==> config.mk <==
export PLATFORM = sky130hd
export DESIGN_NAME = pin_probe_walker
export DESIGN_NICKNAME = d
export VERILOG_FILES = /design/src/rtl/probe_pkg.sv /design/src/rtl/probe_vec_counter.sv /design/src/rtl/probe_settle_timer.sv /design/src/rtl/probe_pin_io.sv /design/src/rtl/pin_probe_walker.sv
export SDC_FILE = /design/constraint.sdc
export NUM_CORES = 1
export LEC_CHECK = 0
export BUFFER_PORTS_ARGS = -buffer_cell sky130_fd_sc_hd__buf_2
export CAP_MARGIN = 20
export CORE_MARGIN = 1.5
export CORE_UTILIZATION = 50
export DETAILED_ROUTE_END_ITERATION = 10
export GPL_ROUTABILITY_DRIVEN = 0
export PLACE_DENSITY_LB_ADDON = 0.2
export SYNTH_ARGS = -nofsm -noshare
export SYNTH_HDL_FRONTEND = slang
export SYNTH_SLANG_ARGS = --single-unit
==> constraint.sdc <==
create_clock -name clk -period 6.2 [get_ports clk]
set_input_delay 1.24 -clock clk [delete_from_list [all_inputs] [get_ports clk]]
set_output_delay 1.24 -clock clk [all_outputs]
set_load 0.01 [all_outputs]
==> src/rtl/probe_pkg.sv <==
package probe_pkg;

    typedef enum logic [1:0] {
        ST_IDLE   = 2'd0,
        ST_SETTLE = 2'd1,
        ST_SAMPLE = 2'd2,
        ST_FINISH = 2'd3
    } walk_state_t;

endpackage

==> src/rtl/probe_vec_counter.sv <==
module probe_vec_counter #(
    parameter int P = 16
) (
    input  logic         clk,
    input  logic         rst_n,
    input  logic         clear,
    input  logic         step,
    input  logic [P-1:0] span_mask,
    output logic [P-1:0] vec,
    output logic         last
);

    always_ff @(posedge clk or negedge rst_n) begin
        if (!rst_n) begin
            vec <= '0;
        end else if (clear) begin
            vec <= '0;
        end else if (step) begin
            vec <= vec + P'(1);
        end
    end

    // The final vector has every probed bit set.
    assign last = (vec == span_mask);


    vec_step_chk: assert property (@(posedge clk) disable iff (!rst_n)
        (step && !clear) |=> (vec == $past(vec) + P'(1)));

endmodule

==> src/rtl/probe_settle_timer.sv <==
module probe_settle_timer #(
    parameter int DLY_W = 8
) (
    input  logic             clk,
    input  logic             rst_n,
    input  logic             load,
    input  logic [DLY_W-1:0] value,
    output logic             expired
);

    logic [DLY_W-1:0] remain_q;
    logic [DLY_W-1:0] eff_value;

    // A zero setting is stretched to the shortest legal delay.
    assign eff_value = (value == '0) ? DLY_W'(1) : value;

    always_ff @(posedge clk or negedge rst_n) begin
        if (!rst_n) begin
            remain_q <= '0;
        end else if (load) begin
            remain_q <= eff_value;
        end else if (remain_q > DLY_W'(1)) begin
            remain_q <= remain_q - DLY_W'(1);
        end
    end

    assign expired = (remain_q == DLY_W'(1));


    load_nonzero_chk: assert property (@(posedge clk) disable iff (!rst_n)
        load |=> (remain_q != '0));

endmodule

==> src/rtl/probe_pin_io.sv <==
module probe_pin_io #(
    parameter int P = 16
) (
    input  logic         clk,
    input  logic         rst_n,
    input  logic         drive_en,
    input  logic         capture,
    input  logic [P-1:0] span_mask,
    input  logic [P-1:0] vec,
    input  logic [P-1:0] pin_sense,
    output logic [P-1:0] pin_drive,
    output logic [P-1:0] pin_oe,
    output logic         rec_valid,
    output logic [P-1:0] rec_vector,
    output logic [P-1:0] rec_sensed,
    output logic [P-1:0] rec_is_out
);

    logic [P-1:0] clash;

    for (genvar i = 0; i < P; i++) begin : g_pin
        assign pin_oe[i]    = drive_en & span_mask[i];
        assign pin_drive[i] = drive_en & span_mask[i] & vec[i];
        // A probed pin that reads back differently is held by the device.
        assign clash[i]     = span_mask[i] & (pin_sense[i] ^ vec[i]);
    end

    always_ff @(posedge clk or negedge rst_n) begin
        if (!rst_n) begin
            rec_valid  <= 1'b0;
            rec_vector <= '0;
            rec_sensed <= '0;
            rec_is_out <= '0;
        end else begin
            rec_valid <= capture;
            if (capture) begin
                rec_vector <= vec;
                rec_sensed <= pin_sense;
                rec_is_out <= clash;
            end
        end
    end


    flag_needs_clash_chk: assert property (@(posedge clk) disable iff (!rst_n)
        rec_valid |-> ((rec_is_out & ~(rec_sensed ^ rec_vector)) == '0));


    record_holds_chk: assert property (@(posedge clk) disable iff (!rst_n)
        (rec_valid && !$past(capture)) |-> 1'b0);

endmodule

==> src/rtl/pin_probe_walker.sv <==
module pin_probe_walker
    import probe_pkg::*;
#(
    parameter  int P     = 16,
    parameter  int DLY_W = 8,
    localparam int CNT_W = $clog2(P + 1)
) (
    input  logic             clk,
    input  logic             rst_n,
    input  logic             start,
    input  logic [CNT_W-1:0] pin_count,
    input  logic [DLY_W-1:0] settle_cycles,
    input  logic [P-1:0]     pin_sense,
    output logic [P-1:0]     pin_drive,
    output logic [P-1:0]     pin_oe,
    output logic             rec_valid,
    output logic [P-1:0]     rec_vector,
    output logic [P-1:0]     rec_sensed,
    output logic [P-1:0]     rec_is_out,
    output logic             done
);

    walk_state_t      state_q, state_d;
    logic [P-1:0]     span_q;
    logic [P-1:0]     span_new;
    logic [DLY_W-1:0] settle_q;
    logic [DLY_W-1:0] tmr_value;
    logic [P-1:0]     vec;
    logic             vec_last;
    logic             tmr_expired;
    logic             start_ok;
    logic             cnt_clear;
    logic             cnt_step;
    logic             tmr_load;
    logic             drive_en;
    logic             capture;

    for (genvar i = 0; i < P; i++) begin : g_span
        assign span_new[i] = (CNT_W'(i) < pin_count);
    end

    assign start_ok = start && (pin_count != '0) && (pin_count <= CNT_W'(P));

    // Next-state logic
    always_comb begin
        state_d = state_q;
        unique case (state_q)
            ST_IDLE:   if (start_ok)    state_d = ST_SETTLE;
            ST_SETTLE: if (tmr_expired) state_d = ST_SAMPLE;
            ST_SAMPLE: state_d = vec_last ? ST_FINISH : ST_SETTLE;
            ST_FINISH: state_d = ST_IDLE;
            default:   state_d = ST_IDLE;
        endcase
    end

    // State register
    always_ff @(posedge clk or negedge rst_n) begin
        if (!rst_n) begin
            state_q <= ST_IDLE;
        end else begin
            state_q <= state_d;
        end
    end

    // Registered outputs and walk configuration
    always_ff @(posedge clk or negedge rst_n) begin
        if (!rst_n) begin
            done     <= 1'b0;
            span_q   <= '0;
            settle_q <= '0;
        end else begin
            done <= (state_q == ST_FINISH);
            if (cnt_clear) begin
                span_q   <= span_new;
                settle_q <= settle_cycles;
            end
        end
    end

    assign cnt_clear = (state_q == ST_IDLE) && start_ok;
    assign cnt_step  = (state_q == ST_SAMPLE) && !vec_last;
    assign tmr_load  = cnt_clear || cnt_step;
    assign tmr_value = (state_q == ST_IDLE) ? settle_cycles : settle_q;
    assign drive_en  = (state_q == ST_SETTLE) || (state_q == ST_SAMPLE);
    assign capture   = (state_q == ST_SAMPLE);

    probe_vec_counter #(.P(P)) u_counter (
        .clk       (clk),
        .rst_n     (rst_n),
        .clear     (cnt_clear),
        .step      (cnt_step),
        .span_mask (span_q),
        .vec       (vec),
        .last      (vec_last)
    );

    probe_settle_timer #(.DLY_W(DLY_W)) u_timer (
        .clk     (clk),
        .rst_n   (rst_n),
        .load    (tmr_load),
        .value   (tmr_value),
        .expired (tmr_expired)
    );

    probe_pin_io #(.P(P)) u_pins (
        .clk        (clk),
        .rst_n      (rst_n),
        .drive_en   (drive_en),
        .capture    (capture),
        .span_mask  (span_q),
        .vec        (vec),
        .pin_sense  (pin_sense),
        .pin_drive  (pin_drive),
        .pin_oe     (pin_oe),
        .rec_valid  (rec_valid),
        .rec_vector (rec_vector),
        .rec_sensed (rec_sensed),
        .rec_is_out (rec_is_out)
    );


    done_single_pulse_chk: assert property (@(posedge clk) disable iff (!rst_n)
        done |=> !done);


    idle_tristate_chk: assert property (@(posedge clk) disable iff (!rst_n)
        (state_q == ST_IDLE || state_q == ST_FINISH) |-> (pin_oe == '0));


    walk_enable_chk: assert property (@(posedge clk) disable iff (!rst_n)
        (state_q == ST_SETTLE || state_q == ST_SAMPLE) |-> (pin_oe == span_q));


    sample_after_settle_chk: assert property (@(posedge clk) disable iff (!rst_n)
        (state_q == ST_SAMPLE) |-> ($past(state_q) == ST_SETTLE));


    record_follows_sample_chk: assert property (@(posedge clk) disable iff (!rst_n)
        (state_q == ST_SAMPLE) |=> rec_valid);

endmodule

==> results_dict.tcl, run 1 <==
set metrics [dict create \
    grt_start_max_net_pins 68 \
    drt_first_pass_iters 4 \
    worst-path-max-fanout 32 \
    synth_top_cell_by_area "sky130_fd_sc_hd__dfrtp_1" \
    ratio_of_final_minimum_period_to_clock_period_pct 55.1 \
    die_area_um2 10900 \
    seq_area_frac_synth_pct 48.5 \
    drc 0 \
    post_cts.repair.setup_buffers 0 \
    slew_headroom_pct 28.3 \
    required_ns 4.96 \
    critPathCaptureType "primary output" \
    placement.io_buffers 113 \
    finalSetupTns_ns 0 \
    grtUsageTotal_pct 23.1 \
    fin_nets 629 \
    layout.cells.non_filler 727 \
    post_cts_hold_buffers 0 \
    layout_common_cells "112 x sky130_fd_sc_hd__buf_2, 100 x sky130_fd_sc_hd__dfrtp_1, 46 x sky130_fd_sc_hd__nand2_1" \
    synth_enable_flop_cells 0 \
    gr-total-overflow 0 \
    finalHoldViolations 0 \
    cts_root_buf "sky130_fd_sc_hd__clkbuf_8" \
    drt_total_wl_um 12500 \
    crit_buf_inv 2 \
    dp_slack_ns 2.55 \
    cpMaxStageDelayCell "sky130_fd_sc_hd__ha_1" \
    data_arrival_critical_path_ns 2.17 \
    setup_repair_after_global_routing_missed_its_margin "false" \
    placed_cells_incl_taps 711 \
    fin_skew_ns 0.00760 \
    die_height_um 105 \
    clock_insertion_delay_worst_skew_ns 0.36 \
    postSynthNetCount 543 \
    core_area_um2 9910 \
    final_period_minus_worst_setup_slack_ns 3.41 \
    synth.avg_cell_area_um2 10.2 \
    layout-drive-gt1-share_pct 31.5 \
    crit_type "reg -> out" \
    clockPowerShare_pct 17.0 \
    cts.sink_count 100 \
    grt_pass1_vias 3911 \
    area_delta_synth_final_pct 15.6 \
    power.ir.vdd_worst_uv 237 \
    cts_tree "done" \
    synth-main-ff-cell "sky130_fd_sc_hd__dfrtp_1" \
    internal_power_uw 1710 \
    fillers 871 \
    place.detailed.hpwl_um 8760 \
    max_clock_freq_mhz 293 \
    largest_cells_by_area_after_synthesis "sky130_fd_sc_hd__dfrtp_1 48%, sky130_fd_sc_hd__mux2_2 8.9%, sky130_fd_sc_hd__o21ai_0 3.7%" \
    std_cell_rows 36 \
    yosys_warnings 0 \
    min_path_type "reg -> reg" \
    p_switching_uw 1100 \
    layout.cells.most_common "sky130_fd_sc_hd__buf_2" \
    antenna_cells_inserted 0 \
    effective_utilization_at_floorplan_pct 52.1 \
    synth_largest_type_area_fraction_pct 48.5 \
    final-setup-viol-count 0 \
    critical-path-top-delay-family "adder cells" \
    final_antenna_net_count 0 \
    final_core_utilization_pct 60.2 \
    slew_viol_final 0 \
    fin_ws_ns 2.79 \
    power.share.combinational_pct 41.9 \
    detailroute.via_count 3978 \
    drv.max_cap_violation_count 0 \
    layout.area.seq_um2 2500 \
    worst-slew-pin-transition_ns 1.07 \
    h-tree-depth 3 \
    via_per_inst 5.47 \
    die_width_um 105 \
    detail_route.wl_per_cell_um 17.1 \
    num_io_pins 114 \
    syn_inst 504 \
    crit_path_start_kind "flop" \
    clockBufferDepth 2 \
    yosysUniqueCellTypes 49 \
    power_leakage_uw 0.00296 \
    numCtsBuffers 9 \
    grt_antenna_before_repair 0 \
    seq_power_share_pct 41.1 \
    swShare_pct 39.1 \
    cts.repair.resized 0 \
    cts.clk_slew.worst_paths_ns 0.09 \
    path_cells "inv_1 > ha_1 > and3_1 > buf_2" \
    yosys_register_bits 100 \
    outcome "finished, final reports clean" \
    dr.first_iter.drc_count 172 \
    p_per_area_nw_per_um2 471 \
    footprint_of_the_multi_input_gates_um2 2370 \
    synth-async-reset-ratio_pct 100 \
    worst_path_largest_cell_delay_ns 0.90 \
    synth.cell_area_um2 5160 \
    global_route_wire_length_before_repair_um 20000 \
]
## stage by stage
step | hold WS, ns | total power, µW | cell area (µm²)
2_1_floorplan | 0.447 | 1930 | 5160
3_3_place_gp | 0.470 | 2300 | 5720
3_5_place_dp | 0.490 | 2340 | 5720
4_1_cts | 0.512 | 2820 | 5950
5_1_grt | 0.527 | 2990 | 5970
6_report | 0.509 | 2810 | 5970
## power groups by stage
stage	clock network, µW	registers (µW)	logic, µW
3_3_place_gp	0	1150	1150
4_1_cts	488	1150	1180
3_5_place_dp	0	1160	1180
5_1_grt	512	1190	1290
2_1_floorplan	0	1120	804
6_report	478	1150	1180
## kinds of logic (layout without fill, tap and decap cells)
| kind of cell | Yosys count | after routing | synth area share [%] |
|---|---|---|---|
| AOI/OAI and AO/OA | 81 | 81 | 9.60 |
| xor gates and xnor gates | 38 | 38 | 7.03 |
| adders and majority gates | 7 | 7 | 1.70 |
| buffers and inverters | 65 | 155 | 5.62 |
| DFF | 100 | 100 | 48.5 |
| muxes | 46 | 46 | 9.99 |
| and+or+nand+nor | 167 | 167 | 17.6 |
## worst paths after layout
check	cells past startpoint	slack, ns	to	start
worst min register to register	1	0.51	u_pins.rec_vector[14]$_DFFE_PN0P_	u_pins.rec_vector[14]$_DFFE_PN0P_
worst max-delay path	4	2.79	pin_drive[1]	state_q[0]$_DFFE_PN0P_
min in group asynchronous	1	0.88	u_pins.rec_is_out[2]$_DFFE_PN0P_	rst_n
worst min-delay path	1	0.51	u_pins.rec_vector[14]$_DFFE_PN0P_	u_pins.rec_vector[14]$_DFFE_PN0P_
max in group asynchronous	2	4.18	settle_q[7]$_DFFE_PN0N_	rst_n
worst max register to register	6	3.56	u_counter.vec[1]$_DFFE_PN0P_	u_counter.vec[11]$_DFFE_PN0P_
## layout make-up
type	count	area share (%)
clock buffer	12	2.77
clock inverter	3	1.15
inverter	23	1.45
multi-input combinational	339	39.7
sequential	100	41.9
tap	133	2.79
timing repair buffer	117	10.2
## synth_stat cells, drive strengths merged (9+ instances only)
| library cell | n |
|---|---|
| buf | 22 |
| o21ai | 40 |
| a21oi | 22 |
| inv | 23 |
| clkbuf | 20 |
| nand3 | 25 |
| xnor2 | 18 |
| nor2 | 9 |
| nor4 | 10 |
| mux2 | 44 |
| xor2 | 20 |
| nand2 | 46 |
| and3 | 21 |
| and2 | 19 |
| or3 | 13 |
| dfrtp | 100 |
## flip-flops by register name (all words and copies together) (netlist names), 2 cells and up
name,cells
u_pins.rec_is_out,16
u_pins.rec_vector,16
state_q,2
settle_q,8
u_counter.vec,16
u_pins.rec_sensed,16
u_timer.remain_q,8
span_q,16
## layer usage
metal / vias up / global-route usage [%] / share of wire [%]
li1: 1901 / - / -
met1: 1930 / 30.2 / 46
met2: 130 / 39.2 / 47
met3: 17 / 4.49 / 5.0
met4: 0 / 6.36 / 1.6
met5: - / 0 / 0
## worst register-to-register path, stage by stage (launching register included)
cell                      delay (ns)
sky130_fd_sc_hd__dfrtp_1        0.57
sky130_fd_sc_hd__xnor2_1        0.18
sky130_fd_sc_hd__nand4_1        0.23
sky130_fd_sc_hd__o41ai_4        0.84
sky130_fd_sc_hd__buf_4          0.39
sky130_fd_sc_hd__mux2i_1        0.23
sky130_fd_sc_hd__nor2_1         0.06
(Power assumes the default switching activity.)
==> run 2, diff against run 1 <==
--- a/config.mk
+++ b/config.mk
@@ -8,7 +8,7 @@
 export BUFFER_PORTS_ARGS = -buffer_cell sky130_fd_sc_hd__buf_2
 export CAP_MARGIN = 20
 export CORE_MARGIN = 1.5
-export CORE_UTILIZATION = 50
+export CORE_UTILIZATION = 49
 export DETAILED_ROUTE_END_ITERATION = 10
 export GPL_ROUTABILITY_DRIVEN = 0
 export PLACE_DENSITY_LB_ADDON = 0.2
==> constraint.sdc (replaced) <==
create_clock -name clk -period 3.1 [get_ports clk]
set_input_delay 0.62 -clock clk [delete_from_list [all_inputs] [get_ports clk]]
set_output_delay 0.62 -clock clk [all_outputs]
set_load 0.01 [all_outputs]
==> run 2 against run 1 <==
Against the previous run:
- die area rose by 2.0%
- total power rose by 100%
- hold slack got worse by 0.26 ns
- clock skew rose by 0.0022 ns
- critical endpoint is now pin_drive[12]
- highest routed layer unchanged
==> results_dict.tcl, run 2 (synthesized netlist as in run 1, its figures left out) <==
set metrics [dict create \
    outcome "finished, final reports clean" \
    die_width_um 106 \
    drv.max_cap_violation_count 0 \
    detailroute.via_count 4081 \
    via_per_inst 5.49 \
    placement.io_buffers 113 \
    finalHoldViolations 0 \
    grt_antenna_before_repair 0 \
    finalSetupTns_ns 0 \
    antenna_cells_inserted 0 \
    r2r_slack_ns 0.54 \
    core_area_um2 10300 \
    grtUsageTotal_pct 24.2 \
    post_cts_hold_buffers 0 \
    detail_route.wl_per_cell_um 17.3 \
    layout-drive-gt1-share_pct 32.8 \
    die_area_um2 11200 \
    cts_root_buf "sky130_fd_sc_hd__clkbuf_8" \
    drt_first_pass_iters 4 \
    clockPowerShare_pct 16.3 \
    area_delta_synth_final_pct 17.3 \
    final_core_utilization_pct 58.9 \
    p_switching_uw 2210 \
    seq_power_share_pct 39.8 \
    min_path_type "in -> async" \
    cts_tree "done" \
    final_antenna_net_count 0 \
    clockBufferDepth 2 \
    die_height_um 106 \
    final_period_minus_worst_setup_slack_ns 2.62 \
    cts.repair.resized 0 \
    power.share.combinational_pct 43.8 \
    slew_viol_final 0 \
    final-setup-viol-count 0 \
    slew_headroom_pct 51.1 \
    setup_repair_after_global_routing_missed_its_margin "false" \
    data_arrival_critical_path_ns 2.00 \
    critPathCaptureType "primary output" \
    std_cell_rows 37 \
    cts.clk_slew.worst_paths_ns 0.09 \
    grt_start_max_net_pins 68 \
    crit_path_start_kind "flop" \
    ratio_of_final_minimum_period_to_clock_period_pct 84.5 \
    worst-path-max-fanout 23 \
    rr_startpoint "u_counter.vec[11]$_DFFE_PN0P_" \
    power.ir.vdd_worst_uv 413 \
    global_route_wire_length_before_repair_um 20800 \
    fin_nets 642 \
    gr-total-overflow 0 \
    register_to_register_path_depth 6 \
    effective_utilization_at_floorplan_pct 50.2 \
    h-tree-depth 3 \
    worst-slew-pin-transition_ns 0.730 \
    critical_path.reg2reg.endpoint "u_counter.vec[13]$_DFFE_PN0P_" \
    clock_insertion_delay_worst_skew_ns 0.38 \
    numCtsBuffers 9 \
    cts.sink_count 100 \
    crit_type "reg -> out" \
    fillers 918 \
    swShare_pct 39.3 \
    grt_pass1_vias 4048 \
    required_ns 2.48 \
    dr.first_iter.drc_count 148 \
    p_per_area_nw_per_um2 930 \
    fin_skew_ns 0.00976 \
    post_cts.repair.setup_buffers 0 \
    place.detailed.hpwl_um 9180 \
    num_io_pins 114 \
    power_leakage_uw 0.00302 \
    max_clock_freq_mhz 382 \
    drc 0 \
    internal_power_uw 3420 \
    layout_common_cells "112 x sky130_fd_sc_hd__buf_2, 100 x sky130_fd_sc_hd__dfrtp_1, 46 x sky130_fd_sc_hd__nand2_1" \
    layout.cells.most_common "sky130_fd_sc_hd__buf_2" \
    drt_total_wl_um 12800 \
]
## run 2: power groups by stage
stage,Sequential (µW),Clock (µW),Combinational [µW]
after detailed placement,2260,0,2470
after CTS,2240,940,2490
after global routing,2310,982,2730
final,2240,920,2470
after floorplan,2250,0,1610
after global placement,2230,0,2440
## run 2: cell type report
type                       count  area [µm²]  share of cell area, %
inverter                      23        86.3                   1.43
clock buffer                  11         141                   2.34
sequential                   100        2500                   41.3
multi-input combinational    339        2370                   39.2
tap                          136         170                   2.81
timing repair buffer         130         708                   11.7
clock inverter                 4        73.8                   1.22
## run 2: worst max-delay path by stage
stage,startpoint,endpoint,slack [ns],cells past startpoint
detailed placement,pin_count[3],u_counter.vec[13]$_DFFE_PN0P_,0.57,7
finish,state_q[1]$_DFFE_PN0P_,pin_drive[12],0.48,5
floorplan,pin_count[3],u_timer.remain_q[1]$_DFFE_PN0P_,0.97,6
global placement,u_counter.vec[11]$_DFFE_PN0P_,u_counter.vec[13]$_DFFE_PN0P_,0.61,6
CTS,state_q[1]$_DFFE_PN0P_,pin_drive[13],0.46,5
global route,state_q[1]$_DFFE_PN0P_,pin_drive[12],0.36,5
## run 2: metal layers
metal	GRT usage, %	part of all wire [%]	vias to the layer above
li1	-	-	1930
met1	32.1	45	1987
met2	39.0	47	143
met3	4.82	5.7	21
met4	9.46	2.2	0
met5	0	0	-
## run 2: stage by stage
stage / setup slack [ns] / total power [µW] / hold WS (ns) / cell area [µm²] / cells
floorplan: 0.974 / 3860 / 0.324 / 5160 / 504
global placement: 0.614 / 4680 / 0.479 / 5840 / 728
detailed placement: 0.571 / 4730 / 0.480 / 5840 / 728
CTS: 0.461 / 5660 / 0.264 / 6050 / 743
global route: 0.357 / 6020 / 0.289 / 6050 / 743
finish: 0.479 / 5630 / 0.245 / 6050 / 743
## run 2: worst max-delay path, cell delays in order, from the launching register on
cell	delay, ns
sky130_fd_sc_hd__dfrtp_1	0.41
sky130_fd_sc_hd__inv_1	0.10
sky130_fd_sc_hd__ha_1	0.46
sky130_fd_sc_hd__buf_4	0.30
sky130_fd_sc_hd__and3_1	0.21
sky130_fd_sc_hd__buf_2	0.14
==> run 3, diff against run 2 <==
--- a/config.mk
+++ b/config.mk
@@ -8,7 +8,7 @@
 export BUFFER_PORTS_ARGS = -buffer_cell sky130_fd_sc_hd__buf_2
 export CAP_MARGIN = 20
 export CORE_MARGIN = 1.5
-export CORE_UTILIZATION = 49
+export CORE_UTILIZATION = 50
 export DETAILED_ROUTE_END_ITERATION = 10
 export GPL_ROUTABILITY_DRIVEN = 0
 export PLACE_DENSITY_LB_ADDON = 0.2
==> constraint.sdc (replaced) <==
create_clock -name clk -period 2.7 [get_ports clk]
set_input_delay 0.54 -clock clk [delete_from_list [all_inputs] [get_ports clk]]
set_output_delay 0.54 -clock clk [all_outputs]
set_load 0.01 [all_outputs]
==> run 3 against run 2 <==
Against the previous run:
- cell area is 0.95% higher
- total power is 15% higher
- worst setup slack lost 0.15 ns
- non-clock buffer count increased by 8
- die area fell by 1.9%
- global-route usage increased by 0.31 points
- register-to-register slack got worse by 0.11 ns
- clock skew rose by 0.0056 ns
- first-iteration DRC count shrank 14%
- final cell count grew 0.81%
- flip-flop and latch count stayed put
==> results_dict.tcl, run 3 (synthesized netlist as in run 1, its figures left out) <==
set metrics [dict create \
    post_cts_hold_buffers 0 \
    grt_start_max_net_pins 68 \
    r2r_slack_ns 0.43 \
    clockBufferDepth 2 \
    antenna_cells_inserted 0 \
    slew_viol_final 0 \
    drt_first_pass_iters 5 \
    drc 0 \
    layout.cells.non_filler 749 \
    layout_common_cells "112 x sky130_fd_sc_hd__buf_2, 100 x sky130_fd_sc_hd__dfrtp_1, 46 x sky130_fd_sc_hd__nand2_1" \
    std_cell_rows 36 \
    fin_nets 650 \
    dr.first_iter.drc_count 128 \
    global_route_wire_length_before_repair_um 21000 \
    met1_track_demand_over_resource_pct 30.8 \
    report.power.total_uw 6490 \
    rr_startpoint "u_counter.vec[13]$_DFFE_PN0P_" \
    die_height_um 105 \
    cts.clk_slew.worst_paths_ns 0.10 \
    worst-path-max-fanout 32 \
    ratio_of_final_minimum_period_to_clock_period_pct 87.8 \
    busiest_layer "met2" \
    met3_routing_resource_usage_after_global_routing_pct 6.67 \
    core_area_um2 9910 \
    h-tree-depth 3 \
    fin_hold_ws_ns 0.120 \
    layout.cells.most_common "sky130_fd_sc_hd__buf_2" \
    drt_total_wl_um 13000 \
    final_core_utilization_pct 61.7 \
    worst-slew-pin-transition_ns 0.713 \
    slew_headroom_pct 52.5 \
    data_arrival_critical_path_ns 1.83 \
    power.ir.vdd_worst_uv 605 \
    final_period_minus_worst_setup_slack_ns 2.37 \
    clock_insertion_delay_worst_skew_ns 0.37 \
    grtUsageTotal_pct 24.5 \
    placement.io_buffers 113 \
    post_cts.repair.setup_buffers 0 \
    grt_pass1_vias 4123 \
    finalSetupTns_ns 0 \
    cts_root_buf "sky130_fd_sc_hd__clkbuf_8" \
    placed_cells_incl_taps 733 \
    gr-total-overflow 0 \
    p_per_area_nw_per_um2 1060 \
    fin_skew_ns 0.0153 \
    required_ns 2.16 \
    max_clock_freq_mhz 422 \
    outcome "finished, final reports clean" \
    critPathCaptureType "primary output" \
    place.detailed.hpwl_um 9250 \
    final-setup-viol-count 0 \
    die_width_um 105 \
    crit_path_launch "state_q[1]$_DFFE_PN0P_" \
    power_leakage_uw 0.00306 \
    finalHoldViolations 0 \
    die_area_um2 10900 \
    crit_path_start_kind "flop" \
    final_antenna_net_count 0 \
    cts.sink_count 100 \
    crit_type "reg -> out" \
    cts_tree "done" \
    grt.met2_usage_pct 41.1 \
    num_io_pins 114 \
    detail_route.wl_per_cell_um 17.3 \
    numCtsBuffers 9 \
    area_delta_synth_final_pct 18.4 \
    grt_antenna_before_repair 0 \
    drv.max_cap_violation_count 0 \
    setup_repair_after_global_routing_missed_its_margin "false" \
    layout-drive-gt1-share_pct 33.9 \
    detailroute.via_count 4138 \
    effective_utilization_at_floorplan_pct 52.1 \
    min_path_type "in -> async" \
    via_per_inst 5.52 \
    cts.repair.resized 0 \
]
[run 3: cell count changes in the layout (fill, tap and decap cells not counted)]
| cell | delta |
|---|---|
| sky130_fd_sc_hd__buf_4 | +8 |
| sky130_fd_sc_hd__inv_6 | +3 |
| sky130_fd_sc_hd__bufinv_16 | -1 |
| sky130_fd_sc_hd__clkbuf_1 | -1 |
| sky130_fd_sc_hd__clkbuf_8 | +1 |
| sky130_fd_sc_hd__clkinv_2 | -1 |
[run 3: worst paths after layout]
path / to / depth (start not counted)
max: pin_oe[2] / 5
min: done$_DFF_PN0_ / 1
max reg2reg: u_timer.remain_q[4]$_DFFE_PN0P_ / 6
min reg2reg: settle_q[0]$_DFFE_PN0N_ / 2
max in group asynchronous: settle_q[2]$_DFFE_PN0N_ / 2
min in group clk: settle_q[0]$_DFFE_PN0N_ / 3
[run 3: critical path, cell delays in order (launching register included)]
cell and delay, ns:
sky130_fd_sc_hd__dfrtp_1 0.42, sky130_fd_sc_hd__inv_1 0.09, sky130_fd_sc_hd__ha_1 0.29, sky130_fd_sc_hd__buf_4 0.29
sky130_fd_sc_hd__and2_1 0.22, sky130_fd_sc_hd__buf_2 0.14
[run 3: routing by layer]
layer  share of wire, %  routed length [µm]
met3                6.3                 817
met2                 49                6370
met4                1.3                 173
met1                 43                5600
met5                  0                   0
[run 3: layout make-up]
| type | instances | area [µm²] |
|---|---|---|
| Fill cell | 858 | 3800 |
| Sequential cell | 100 | 2500 |
| Multi-Input combinational cell | 339 | 2370 |
| Timing Repair Buffer | 138 | 768 |
| Tap cell | 133 | 166 |
| Clock buffer | 11 | 151 |
| Inverter | 23 | 86.3 |
| Clock inverter | 5 | 65.1 |
[run 3: power breakdown]
part / leakage (µW) / total, µW / switching [µW] / internal, µW
clock: 0.000111 / 1040 / 548 / 491
sequential: 0.00127 / 2590 / 530 / 2060
combinational: 0.00168 / 2870 / 1520 / 1340
total: 0.00306 / 6490 / 2600 / 3890
[run 3: through the flow]
stage	area [µm²]	setup WS, ns
finish	6110	0.330
global route	6110	0.237
CTS	6110	0.328
detailed placement	5890	0.364
global placement	5890	0.386
floorplan	5160	0.597
